`src/rtl/rdalign_pkg.sv`:
```
package rdalign_pkg;

  localparam int MAX_BURST     = 8;
  localparam int BEATS_PER_CLK = 2;
  localparam int MAX_CLK       = MAX_BURST / BEATS_PER_CLK;
  localparam int CLK_W         = $clog2(MAX_CLK + 1);

  typedef enum logic [1:0] {
    BL_RSVD = 2'b00,
    BL_2    = 2'b01,
    BL_4    = 2'b10,
    BL_8    = 2'b11
  } burst_code_e;

  typedef struct packed {
    logic             go;
    logic             half;
    logic [CLK_W-1:0] nclk;
  } rd_req_t;

  // Clocks a burst occupies: beats are 2^code, two beats per clock.
  function automatic logic [CLK_W-1:0] burst_clocks(input logic [1:0] code);
    int beats;
    if (code == BL_RSVD) return '0;
    beats = 1 << int'(code);
    return CLK_W'(beats / BEATS_PER_CLK);
  endfunction

endpackage

```
`src/rtl/rd_cmd_delay.sv`:
```
module rd_cmd_delay
  import rdalign_pkg::*;
#(
  parameter int LAT_INT = 2
) (
  input  logic    clk,
  input  logic    rst_n,
  input  rd_req_t req_in,
  output rd_req_t req_out,
  output logic    first_go
);

  rd_req_t stage [LAT_INT];

  for (genvar i = 0; i < LAT_INT; i++) begin : g_stage
    rd_req_t nxt;
    if (i == 0) begin : g_head
      assign nxt = req_in;
    end else begin : g_tail
      assign nxt = stage[i-1];
    end
    always_ff @(posedge clk or negedge rst_n) begin
      if (!rst_n) stage[i] <= '0;
      else        stage[i] <= nxt;
    end
  end

  assign req_out  = stage[LAT_INT-1];
  assign first_go = stage[0].go;

endmodule

```
`src/rtl/rd_window_count.sv`:
```
module rd_window_count
  import rdalign_pkg::*;
(
  input  logic    clk,
  input  logic    rst_n,
  input  rd_req_t launch,
  output logic    win_pos,
  output logic    win_half
);

  logic [CLK_W-1:0] cnt;
  logic             load_evt;

  assign load_evt = launch.go;

  always_ff @(posedge clk or negedge rst_n) begin
    if (!rst_n) begin
      cnt      <= '0;
      win_half <= 1'b0;
    end else if (load_evt) begin
      cnt      <= launch.nclk;
      win_half <= launch.half;
    end else if (cnt != '0) begin
      cnt      <= cnt - 1'b1;
    end
  end

  assign win_pos = (cnt != '0);

  assert_idle_stays_idle_R5: assert property (@(posedge clk) disable iff (!rst_n)
    (!load_evt && !win_pos) |=> !win_pos);

  assert_window_runs_on_R4: assert property (@(posedge clk) disable iff (!rst_n)
    (win_pos && !load_evt && cnt > 1) |=> win_pos);

  assert_reload_no_gap_R6: assert property (@(posedge clk) disable iff (!rst_n)
    (win_pos && load_evt) |=> win_pos);

endmodule

```
`src/rtl/rd_half_shift.sv`:
```
module rd_half_shift (
  input  logic clk,
  input  logic rst_n,
  input  logic win_pos,
  input  logic win_half,
  output logic rd_valid,
  output logic rd_phase
);

  logic neg_valid;
  logic neg_half;

  always_ff @(negedge clk or negedge rst_n) begin
    if (!rst_n) begin
      neg_valid <= 1'b0;
      neg_half  <= 1'b0;
    end else begin
      neg_valid <= win_pos;
      neg_half  <= win_half;
    end
  end

  assign rd_valid = (win_pos && !win_half) || (neg_valid && neg_half);
  assign rd_phase = neg_valid && neg_half;

  assert_phase_needs_valid_R9: assert property (@(posedge clk) disable iff (!rst_n)
    rd_phase |-> rd_valid);

  assert_full_cycle_visible_R2: assert property (@(posedge clk) disable iff (!rst_n)
    (win_pos && !win_half) |-> (rd_valid && !rd_phase));

  assert_half_follows_neg_R3: assert property (@(negedge clk) disable iff (!rst_n)
    (win_pos && win_half) |=> (rd_valid && rd_phase));

endmodule

```
`src/rtl/rd_latency_aligner.sv`:
```
module rd_latency_aligner
  import rdalign_pkg::*;
#(
  parameter int LAT_INT = 2
) (
  input  logic       clk,
  input  logic       rst_n,
  input  logic       rd_cmd,
  input  logic       cl_half,
  input  logic [1:0] bl_code,
  output logic       rd_valid,
  output logic       rd_phase
);

  rd_req_t req_in;
  rd_req_t launch;
  logic    first_go;
  logic    win_pos;
  logic    win_half;

  assign req_in.go   = rd_cmd && (bl_code != BL_RSVD);
  assign req_in.half = cl_half;
  assign req_in.nclk = burst_clocks(bl_code);

  rd_cmd_delay #(.LAT_INT(LAT_INT)) u_delay (
    .clk      (clk),
    .rst_n    (rst_n),
    .req_in   (req_in),
    .req_out  (launch),
    .first_go (first_go)
  );

  rd_window_count u_count (
    .clk      (clk),
    .rst_n    (rst_n),
    .launch   (launch),
    .win_pos  (win_pos),
    .win_half (win_half)
  );

  rd_half_shift u_shift (
    .clk      (clk),
    .rst_n    (rst_n),
    .win_pos  (win_pos),
    .win_half (win_half),
    .rd_valid (rd_valid),
    .rd_phase (rd_phase)
  );

  assert_reserved_dropped_R5: assert property (@(posedge clk) disable iff (!rst_n)
    (rd_cmd && bl_code == BL_RSVD) |=> !first_go);

  assert_strobe_enters_R8: assert property (@(posedge clk) disable iff (!rst_n)
    (rd_cmd && bl_code != BL_RSVD) |=> first_go);

  always_comb begin
    if (!rst_n) assert_reset_quiet_R1: assert (!rd_valid && !rd_phase);
  end

endmodule

```
`config.mk`:
```
export PLATFORM = sky130hd
export DESIGN_NAME = rd_latency_aligner
export DESIGN_NICKNAME = d
export VERILOG_FILES = /design/src/rtl/rdalign_pkg.sv /design/src/rtl/rd_cmd_delay.sv /design/src/rtl/rd_window_count.sv /design/src/rtl/rd_half_shift.sv /design/src/rtl/rd_latency_aligner.sv
export SDC_FILE = /design/constraint.sdc
export NUM_CORES = 1
export LEC_CHECK = 0
export ABC_AREA = 1
export CAP_MARGIN = 10
export CORE_MARGIN = 2
export CORE_UTILIZATION = 24
export DETAILED_ROUTE_END_ITERATION = 10
export PLACE_DENSITY = 0.49
export SETUP_SLACK_MARGIN = 0.4
export SLEW_MARGIN = 20
export SYNTH_ARGS = -nofsm -noshare
export SYNTH_HDL_FRONTEND = slang
export SYNTH_HIERARCHICAL = 1
export SYNTH_SLANG_ARGS = --single-unit
```
`constraint.sdc`:
```
create_clock -name clk -period 1.1 [get_ports clk]
set_clock_uncertainty 0.05 [all_clocks]
set_input_delay 0.33 -clock clk [delete_from_list [all_inputs] [get_ports clk]]
set_output_delay 0.33 -clock clk [all_outputs]
set_load 0.02 [all_outputs]
```
Yosys cells after proc, flatten, opt, wreduce, memory -nomap -nowiden
Cells that the tools add are included.
Widths: inputs -> output; s select.

operators by class
  multiplexer cells = 5
  divide/modulo/power cells = 0
  $add $sub $neg = 2
  reduce and logical (&&, ||, !) cells = 9
  bitwise operators = 1
  order comparisons = 0
  $mul = 0
  shift-type cells = 1
  equal/unequal tests = 0

operators by type and width
  kind                  count
  $shl 1x2->32 const A  1
  $mux 3                4
  $reduce_bool 2->1     2
  $add 3x1->3           1
  $logic_and 1x1->1     3
  $reduce_bool 3->1     1
  $sub 3x1->3 const B   1
  $logic_not 2->1       1
  $and 1x1->1           1
  $logic_not 1->1       1
  $logic_or 1x1->1      1
  $mux 1                1

storage, ports and cells
  RAM bits = 0
  memories kept = 0
  flip-flop bits (word level) = 16
  output and inout port bits = 2
  memory bits (read-only) = 0
  bits in latches = 0
  input bits = 6

Longest topological paths before layout
Gate-level depths: netlist of run 1.

  depth in word-level cells = 4
  gate-level depth with buffers = 7
  mapped depth without buffers = 7

Modules after synthesis
The synthesis of run 1 kept the hierarchy.

modules (own cells, without submodules)
  module              cells an instance  area each (um2)  seq. area each (um2)  instances
  rd_cmd_delay        10                 250.2            250.2                 1
  rd_window_count     33                 241.5            100.1                 1
  rd_half_shift       7                  68.8             50.0                  1
  rd_latency_aligner  9                  33.8             0.0                   1

==> impl_metrics.json, run 1 <==
{
  "status": "finished with violations",
  "violations": "negative setup slack",
  "syn_area_um2": 594.3,
  "rr_worst_depth": 3,
  "die_h_um": 53.76,
  "insertion_delay_ns": 0.28,
  "slew_viol_final": 0,
  "worst_pin_slew_ns": 0.2503,
  "gp_congestion": 0.7475,
  "synthDistinctLibCells": 11,
  "setup_viol": 7,
  "wl_mm": 1.005,
  "path_max_fanout": 2,
  "regArea_um2": 400.4,
  "end_kind": "primary output",
  "slew_headroom_pct": 83.32,
  "ios": 8,
  "antenna_found_initial": 0,
  "path_clk_slew_ns": 0.09,
  "vias_per_cell": 3.726,
  "hold_ws_ns": 0.1448,
  "grt_pass1_wl_mm": 1.856,
  "cp.required_ns": 0.72,
  "cts_htree_levels": 1,
  "grt_max_degree": 15,
  "setup_tns_ns": -2.334,
  "dr.pass1.iters": 4,
  "maxCapViolations": 0,
  "clk_path_buf_depth": 2,
  "tritoncts": "done",
  "async_flop_share_pct": 100.0,
  "layout-drive-gt1-share_pct": 40.96,
  "synth_edf_count": 0,
  "postCtsHoldBufs": 0,
  "worstHoldPathType": "input port to async pin",
  "synthFlopType": "dfrtp_1",
  "dr_total_vias": 421,
  "grt.total_usage_pct": 9.507,
  "utilization_pct": 37.80,
  "drt-wirelength-per-cell_um": 8.894,
  "row_count": 18,
  "cts_root_buf": "clkbuf_4",
  "place_ws_ns": -0.9305,
  "nets": 92,
  "worst_slack_ns": -0.7587,
  "port_buffers": 7,
  "p_leak_nw": 0.4762,
  "cp_slowest_cell": "dfrtn_1",
  "cts_buffers": 3,
  "first_global_vias": 475,
  "start_kind": "flop",
  "crit_top_cell": "nand2_2",
  "yosysTopAreaCellShare_pct": 58.95,
  "final-hold-violation-count": 0,
  "max_stage_delay_ns": 0.41,
  "yosysMostFrequentCell": "nand2_1",
  "clock_sinks": 16,
  "start_util_pct": 24.66,
  "overflow": 0,
  "core_region_area_um2": 2410,
  "insertedDiodeCount": 0,
  "syn_to_final_growth_pct": 53.26,
  "synth.ff_latch_count": 16,
  "yosysSeqAreaShare_pct": 67.37,
  "setup.worst_path.class": "flop to primary output",
  "ys_top_cells_by_area": "dfrtp_1, nand2_1, dfrtn_1, inv_1, ha_1",
  "fillCellCount": 230,
  "multiInputGateArea_um2": 196.4,
  "yosys_warnings": 6,
  "antenna_left": 0,
  "synth.avg_cell_area_um2": 10.07,
  "drt_iter0_drc": 5,
  "vdd_ir_drop_max_v": 0.0008815,
  "cp_cell_sequence": "nand2_2 -> nand2_2 -> buf_6",
  "synth_common_cells": "nand2_1, dfrtp_1, inv_1",
  "synthCells": 59,
  "arrival_ns": 1.48,
  "fin_total_pwr_mw": 2.213,
  "power_density_nw_per_um2": 2429,
  "synth_nets": 67,
  "drcViolationCount": 0,
  "rsz0062_at_grt": "true",
  "synth_top_cell_by_area": "dfrtp_1",
  "dpl.hpwl_um": 682.7,
  "die_width_um": 53.76,
  "die_area_um2": 2890
}
## cell usage in the layout, fill, tap and decap left out
cell,instances
dlygate4sd2_1,3
nor2_1,4
o21ai_0,1
buf_4,5
dfrtp_1,14
a21oi_2,1
nand2_1,14
clkbuf_8,1
dfrtn_1,2
dlymetal6s2s_1,1
nand4_1,2
clkdlybuf4s50_1,1
buf_6,10
inv_1,6
o21ai_1,1
ha_4,2
inv_2,5
clkbuf_4,3
nand2_2,6
nand3_2,1
## routing by layer
metal	share of wire [%]	track usage [%]
met5	0	0
met4	0	6.410
met1	46	10.00
met3	4.8	3.611
met2	49	15.65
## logic make-up (layout without fill, tap and decap cells)
kind of cell | Yosys count | after routing | synth area share (%)
AOI/OAI and AO/OA | 3 | 3 | 2.526
adders and majority gates | 2 | 2 | 4.210
buffers and inverters | 11 | 35 | 6.947
DFF | 16 | 16 | 67.37
and+or+nand+nor | 27 | 27 | 18.95
## timing repair
item                                    CTS  global route
buffers inserted                          4             1
pin swaps                                 9             7
hold endpoints to repair                  0             0
endpoints found under the setup margin   14             9
gates resized for setup                  23             6
## worst max-delay path: cells and delay by family, from the launching register on
| kind | cells | cell delay, ns |
|---|---|---|
| flip-flops | 1 | 0.41 |
| buffers and inverters | 1 | 0.11 |
| AND/OR/NAND/NOR | 2 | 0.12 |
## stage by stage
stage	instance area, um^2	instances
floorplan	626.9	59
global placement	794.5	104
detailed placement	794.5	104
CTS	885.9	112
global route	910.9	113
finish	910.9	113
## where the power goes
group	total, mW	switching [mW]	internal (mW)
sequential	0.745	0.0562	0.689
clock	0.379	0.178	0.201
combinational	1.09	0.470	0.618
## state kept, by name, summed over array words and instances (netlist names)
signal	cells
u_count/cnt	3
u_count/win_half	1
u_delay/first_go	1
u_delay/g_stage.nxt	4
u_delay/req_out	5
u_shift/neg_half	1
u_shift/neg_valid	1
## final timing paths
kind,endpoint,slack [ns],start
hold reg to reg,u_delay/req_out[2],0.30,u_delay/g_stage[1].nxt[2]
setup / recovery,rd_valid,-0.76,u_shift/neg_valid
max in group asynchronous,u_shift/neg_valid,0.48,rst_n
min in group clk,u_delay/first_go,0.22,rd_cmd
hold / removal,u_delay/g_stage[1].nxt[3],0.14,rst_n
setup reg to reg,u_shift/neg_valid,-0.31,u_count/cnt[0]
## cell type report
class                   instances  area share (%)
inverters                      11           4.533
multi-input cells              32           21.57
flip-flops and latches         16           43.96
repair buffers                 20           21.84
clock buffers                   4           3.984
well taps                      30           4.121
No activity file was read; power rests on OpenSTA's default activity.
==> inputs of run 2 (changes only) <==
--- a/config.mk
+++ b/config.mk
@@ -8,9 +8,9 @@
 export ABC_AREA = 1
 export CAP_MARGIN = 10
 export CORE_MARGIN = 2
-export CORE_UTILIZATION = 24
+export CORE_UTILIZATION = 44
 export DETAILED_ROUTE_END_ITERATION = 10
-export PLACE_DENSITY = 0.49
+export PLACE_DENSITY = 0.75
 export SETUP_SLACK_MARGIN = 0.4
 export SLEW_MARGIN = 20
 export SYNTH_ARGS = -nofsm -noshare
==> run 2 against run 1 <==
The flow still finishes with violations (negative setup slack). Sequential power up 0.8%. Wire length up 2.3%. Combinational power about the same. Via count up 7.1%. Worst hold slack worse by 0.034 ns. Critical path depth unchanged. Non-clock buffer count up 2. First-iteration DRC count unchanged. Sequential cell count unchanged. Largest cell class unchanged.
==> impl_metrics.json, run 2 (synthesis results as in run 1) <==
{
  "worstHoldPathType": "input port to async pin",
  "postCtsHoldBufs": 0,
  "final-hold-violation-count": 0,
  "gp_congestion": 0.6831,
  "start_kind": "flop",
  "nets": 94,
  "largest_reg_flops": 5,
  "worst_slack_ns": -0.7571,
  "cts_buffers": 3,
  "layout-drive-gt1-share_pct": 45.88,
  "status": "finished with violations",
  "utilization_pct": 71.57,
  "die_width_um": 40.75,
  "drt_iter0_drc": 5,
  "syn_to_final_growth_pct": 54.74,
  "vdd_ir_drop_max_v": 0.001279,
  "setup.worst_path.class": "flop to primary output",
  "regArea_um2": 401.6,
  "p_leak_nw": 0.4782,
  "path_clk_slew_ns": 0.09,
  "drcViolationCount": 0,
  "antenna_left": 0,
  "grt_max_degree": 14,
  "ios": 8,
  "clock_sinks": 16,
  "row_count": 13,
  "first_global_vias": 361,
  "drt-wirelength-per-cell_um": 10.28,
  "core_region_area_um2": 1285,
  "die_h_um": 40.75,
  "dpl.hpwl_um": 693.6,
  "worst_pin_slew_ns": 0.2095,
  "path_max_fanout": 2,
  "tritoncts": "done",
  "start_util_pct": 46.25,
  "grt_pass1_wl_mm": 1.428,
  "port_buffers": 7,
  "cts_root_buf": "clkbuf_4",
  "vias_per_cell": 4.510,
  "slew_headroom_pct": 85.89,
  "end_kind": "primary output",
  "cts_htree_levels": 1,
  "dr.pass1.iters": 4,
  "wl_mm": 1.028,
  "arrival_ns": 1.48,
  "setup_viol": 7,
  "insertion_delay_ns": 0.29,
  "multiInputGateArea_um2": 209.0,
  "insertedDiodeCount": 0,
  "layout_commonest_cell": "dfrtp_1",
  "overflow": 0,
  "cp.required_ns": 0.72,
  "rsz0062_at_grt": "true",
  "grt.total_usage_pct": 14.63,
  "antenna_found_initial": 0,
  "slew_viol_final": 0,
  "dpl_cell_area_um2": 783.3,
  "power_density_nw_per_um2": 2444,
  "final_cell_mix": "dfrtp_1, nand2_1, buf_6",
  "fillCellCount": 89,
  "postLayoutCellArea_um2": 919.6,
  "dr_total_vias": 451,
  "clk_path_buf_depth": 2,
  "maxCapViolations": 0,
  "violations": "negative setup slack",
  "die_area_um2": 1661
}
==> run 2: area by class of cell <==
class                      count  share of cell area, %
multi-input combinational     32                  22.72
tap                           15                  2.041
inverter                      11                  4.762
sequential                    16                  43.67
clock buffer                   4                  3.946
timing repair buffer          22                  22.86
==> run 2: path summary, 6_finish.rpt <==
check / start / end / slack [ns] / cells past startpoint
max in group asynchronous: rst_n / u_shift/neg_valid / 0.44 / 1
setup reg to reg: u_count/cnt[1] / u_shift/neg_valid / -0.46 / 4
min in group clk: u_delay/g_stage[1].nxt[1] / u_delay/req_out[1] / 0.31 / 0
setup / recovery: u_shift/neg_half / rd_valid / -0.76 / 3
hold reg to reg: u_delay/g_stage[1].nxt[1] / u_delay/req_out[1] / 0.31 / 0
hold / removal: rst_n / u_count/win_half / 0.11 / 2
==> run 2: repair_timing <==
| action | in CTS | in global routing |
|---|---|---|
| setup buffers | 3 | 3 |
| setup endpoints to repair | 14 | 8 |
| pin swaps | 6 | 5 |
| gates resized for setup | 22 | 12 |
==> run 2: where the power goes <==
part	switching, mW	total (mW)	internal (mW)
Combinational	0.485	1.11	0.628
Clock	0.182	0.383	0.202
Sequential	0.0615	0.751	0.690
==> run 2: critical path: stages (launching register included) <==
cell     delay [ns]
dfrtn_1        0.41
nand2_2        0.07
nand2_2        0.06
buf_6          0.11
==> run 2: per-layer routing <==
metal  share of wire (%)  track usage (%)  wire (um)  vias up
met1                  35            15.66        358      211
met2                  59            24.21        611       10
met3                 3.3            4.891         34        2
met5                   0                0          0        -
li1                    -                -          -      228
met4                 2.2            10.00         23        0
==> run 2: through the flow <==
step | power, mW | hold WS, ns | setup WS (ns) | cells | TNS (ns)
floorplan | 1.177 | -0.01559 | -0.3795 | 59 | -1.108
detailed placement | 1.505 | 0.2873 | -0.9236 | 90 | -2.608
global route | 2.414 | 0.1171 | -0.8014 | 100 | -2.745
finish | 2.248 | 0.1106 | -0.7571 | 100 | -2.462
global placement | 1.469 | 0.2824 | -0.9050 | 90 | -2.514
CTS | 2.052 | 0.08961 | -0.7737 | 97 | -2.201
==> inputs of run 3 (changes only) <==
--- a/config.mk
+++ b/config.mk
@@ -10,6 +10,7 @@
 export CORE_MARGIN = 2
 export CORE_UTILIZATION = 44
 export DETAILED_ROUTE_END_ITERATION = 10
+export HOLD_SLACK_MARGIN = 0.12
 export PLACE_DENSITY = 0.75
 export SETUP_SLACK_MARGIN = 0.4
 export SLEW_MARGIN = 20
@@ -17,3 +18,4 @@
 export SYNTH_HDL_FRONTEND = slang
 export SYNTH_HIERARCHICAL = 1
 export SYNTH_SLANG_ARGS = --single-unit
+export TNS_END_PERCENT = 1
==> run 3 against run 2 <==
The run still ends with negative setup slack left. Sequential power is 1% lower. Die area did not move. Cell area decreased by 10%. First-iteration DRC count fell by 60%. Sequential share of layout area increased by 5.0 points. Register-to-register slack improved by 0.13 ns. Worst setup slack gained 0.0095 ns. Critical path type unchanged. Largest cell class unchanged.
==> impl_metrics.json, run 3 (synthesis results as in run 1) <==
{
  "status": "finished with violations",
  "violations": "negative setup slack",
  "seq_power_share_pct": 39.5,
  "worstHoldPathType": "input port to async pin",
  "path_max_fanout": 2,
  "antenna_found_initial": 0,
  "place_inst": 90,
  "fin_cells": 94,
  "place_ws_ns": -0.9268,
  "final_cell_mix": "nand2_1, dfrtp_1, inv_1, buf_4",
  "first_global_vias": 390,
  "drcViolationCount": 0,
  "slew_viol_final": 0,
  "end_kind": "primary output",
  "syn_to_final_growth_pct": 38.95,
  "gp_congestion": 0.7577,
  "maxCapViolations": 0,
  "drt-wirelength-per-cell_um": 9.628,
  "dr.pass1.iters": 2,
  "dr_total_vias": 430,
  "setup_tns_ns": -1.971,
  "tritoncts": "done",
  "grt_pass1_wl_mm": 1.455,
  "row_count": 13,
  "start_kind": "flop",
  "layout_commonest_cell": "nand2_1",
  "crit_top_cell": "nand2_2",
  "antenna_left": 0,
  "port_buffers": 7,
  "cts_htree_levels": 1,
  "dpl.hpwl_um": 641.1,
  "crit_family": "flip-flops",
  "ios": 8,
  "cp-startpoint": "u_shift/neg_half",
  "path_clk_slew_ns": 0.09,
  "largest_reg_flops": 5,
  "die_area_um2": 1661,
  "r2r_start": "u_count/cnt[1]",
  "insertedDiodeCount": 0,
  "grt_max_degree": 14,
  "power_density_nw_per_um2": 2275,
  "core_region_area_um2": 1285,
  "clk_path_buf_depth": 2,
  "final-hold-violation-count": 0,
  "nets": 88,
  "worst_pin_slew_ns": 0.1783,
  "cp_cell_sequence": "nand2_2 -> nand2_2 -> buf_6",
  "multiInputGateArea_um2": 182.7,
  "die_h_um": 40.75,
  "cp.required_ns": 0.72,
  "switching_share_pct": 31.44,
  "reg2reg_slack_ns": -0.33,
  "reg2reg_to": "u_shift/neg_valid",
  "setup.worst_path.class": "flop to primary output",
  "rr_worst_depth": 3,
  "arrival_ns": 1.47,
  "clock_sinks": 16,
  "drt_iter0_drc": 2,
  "p_leak_nw": 0.4408,
  "grt.total_usage_pct": 14.32,
  "fillCellCount": 113,
  "cts_setup_buffers": 0,
  "vdd_ir_drop_max_v": 0.0009144,
  "regArea_um2": 401.6,
  "wl_um": 905,
  "p_switching_uw": 590.8,
  "max_stage_delay_ns": 0.41,
  "utilization_pct": 64.26,
  "worst_slack_ns": -0.7476,
  "path_buf_inv": 1,
  "combPwrFrac_pct": 41.2,
  "insertion_delay_ns": 0.27,
  "setup_viol": 4,
  "die_width_um": 40.75,
  "layout-drive-gt1-share_pct": 31.65,
  "overflow": 0,
  "cts_root_buf": "clkbuf_4",
  "start_util_pct": 46.25,
  "cts_buffers": 3,
  "vias_per_cell": 4.574,
  "slew_headroom_pct": 88.11,
  "cp_slowest_cell": "dfrtn_1",
  "clockPowerShare_pct": 19.2,
  "p_int_mw": 1.288,
  "rsz0062_at_grt": "true"
}
[run 3: worst register-to-register path, cell delays in order, from the launching register on]
cell	delay, ns
dfrtp_1	0.40
inv_2	0.09
ha_4	0.14
nand2_1	0.07
[run 3: through the flow]
stage / hold WS, ns / cell area (um^2) / power [mW]
5_1_grt: 0.1255 / 825.8 / 2.055
2_1_floorplan: -0.01559 / 601.8 / 1.086
4_1_cts: 0.1060 / 807.0 / 1.827
3_5_place_dp: 0.2865 / 758.2 / 1.403
6_report: 0.1087 / 825.8 / 1.879
3_3_place_gp: 0.2815 / 758.2 / 1.383
[run 3: worst max-delay path by stage]
stage	slack [ns]	to	cells after the start
CTS	-0.77	rd_valid	3
detailed placement	-0.93	rd_valid	3
finish	-0.75	rd_valid	3
floorplan	-0.38	rd_valid	2
global route	-0.79	rd_valid	3
global placement	-0.91	rd_valid	3
[run 3: final cells by class]
class / instances / share of cell area (%)
clock buffers: 4 / 4.394
repair buffers: 16 / 17.27
well taps: 15 / 2.273
flip-flops and latches: 16 / 48.64
multi-input cells: 32 / 22.12
inverters: 11 / 5.303
[run 3: power groups by stage]
stage	Sequential, mW	Combinational [mW]	Clock [mW]
6_report	0.743	0.775	0.361
5_1_grt	0.754	0.886	0.415
4_1_cts	0.742	0.705	0.380
3_5_place_dp	0.745	0.657	0
3_3_place_gp	0.742	0.641	0
2_1_floorplan	0.740	0.346	0
[run 3: layer usage]
| layer | global-route usage (%) | wire [um] | vias up |
|---|---|---|---|
| li1 | - | - | 215 |
| met1 | 15.05 | 326 | 207 |
| met2 | 25.00 | 543 | 8 |
| met3 | 4.891 | 34 | 0 |
| met4 | 7.500 | 0 | 0 |
| met5 | 0 | 0 | - |
[run 3: timing repair]
item                                    CTS  global route
resized for setup                        21             5
pin swaps                                 5             1
endpoints found under the setup margin   27             8
endpoints found under the hold margin     1             0
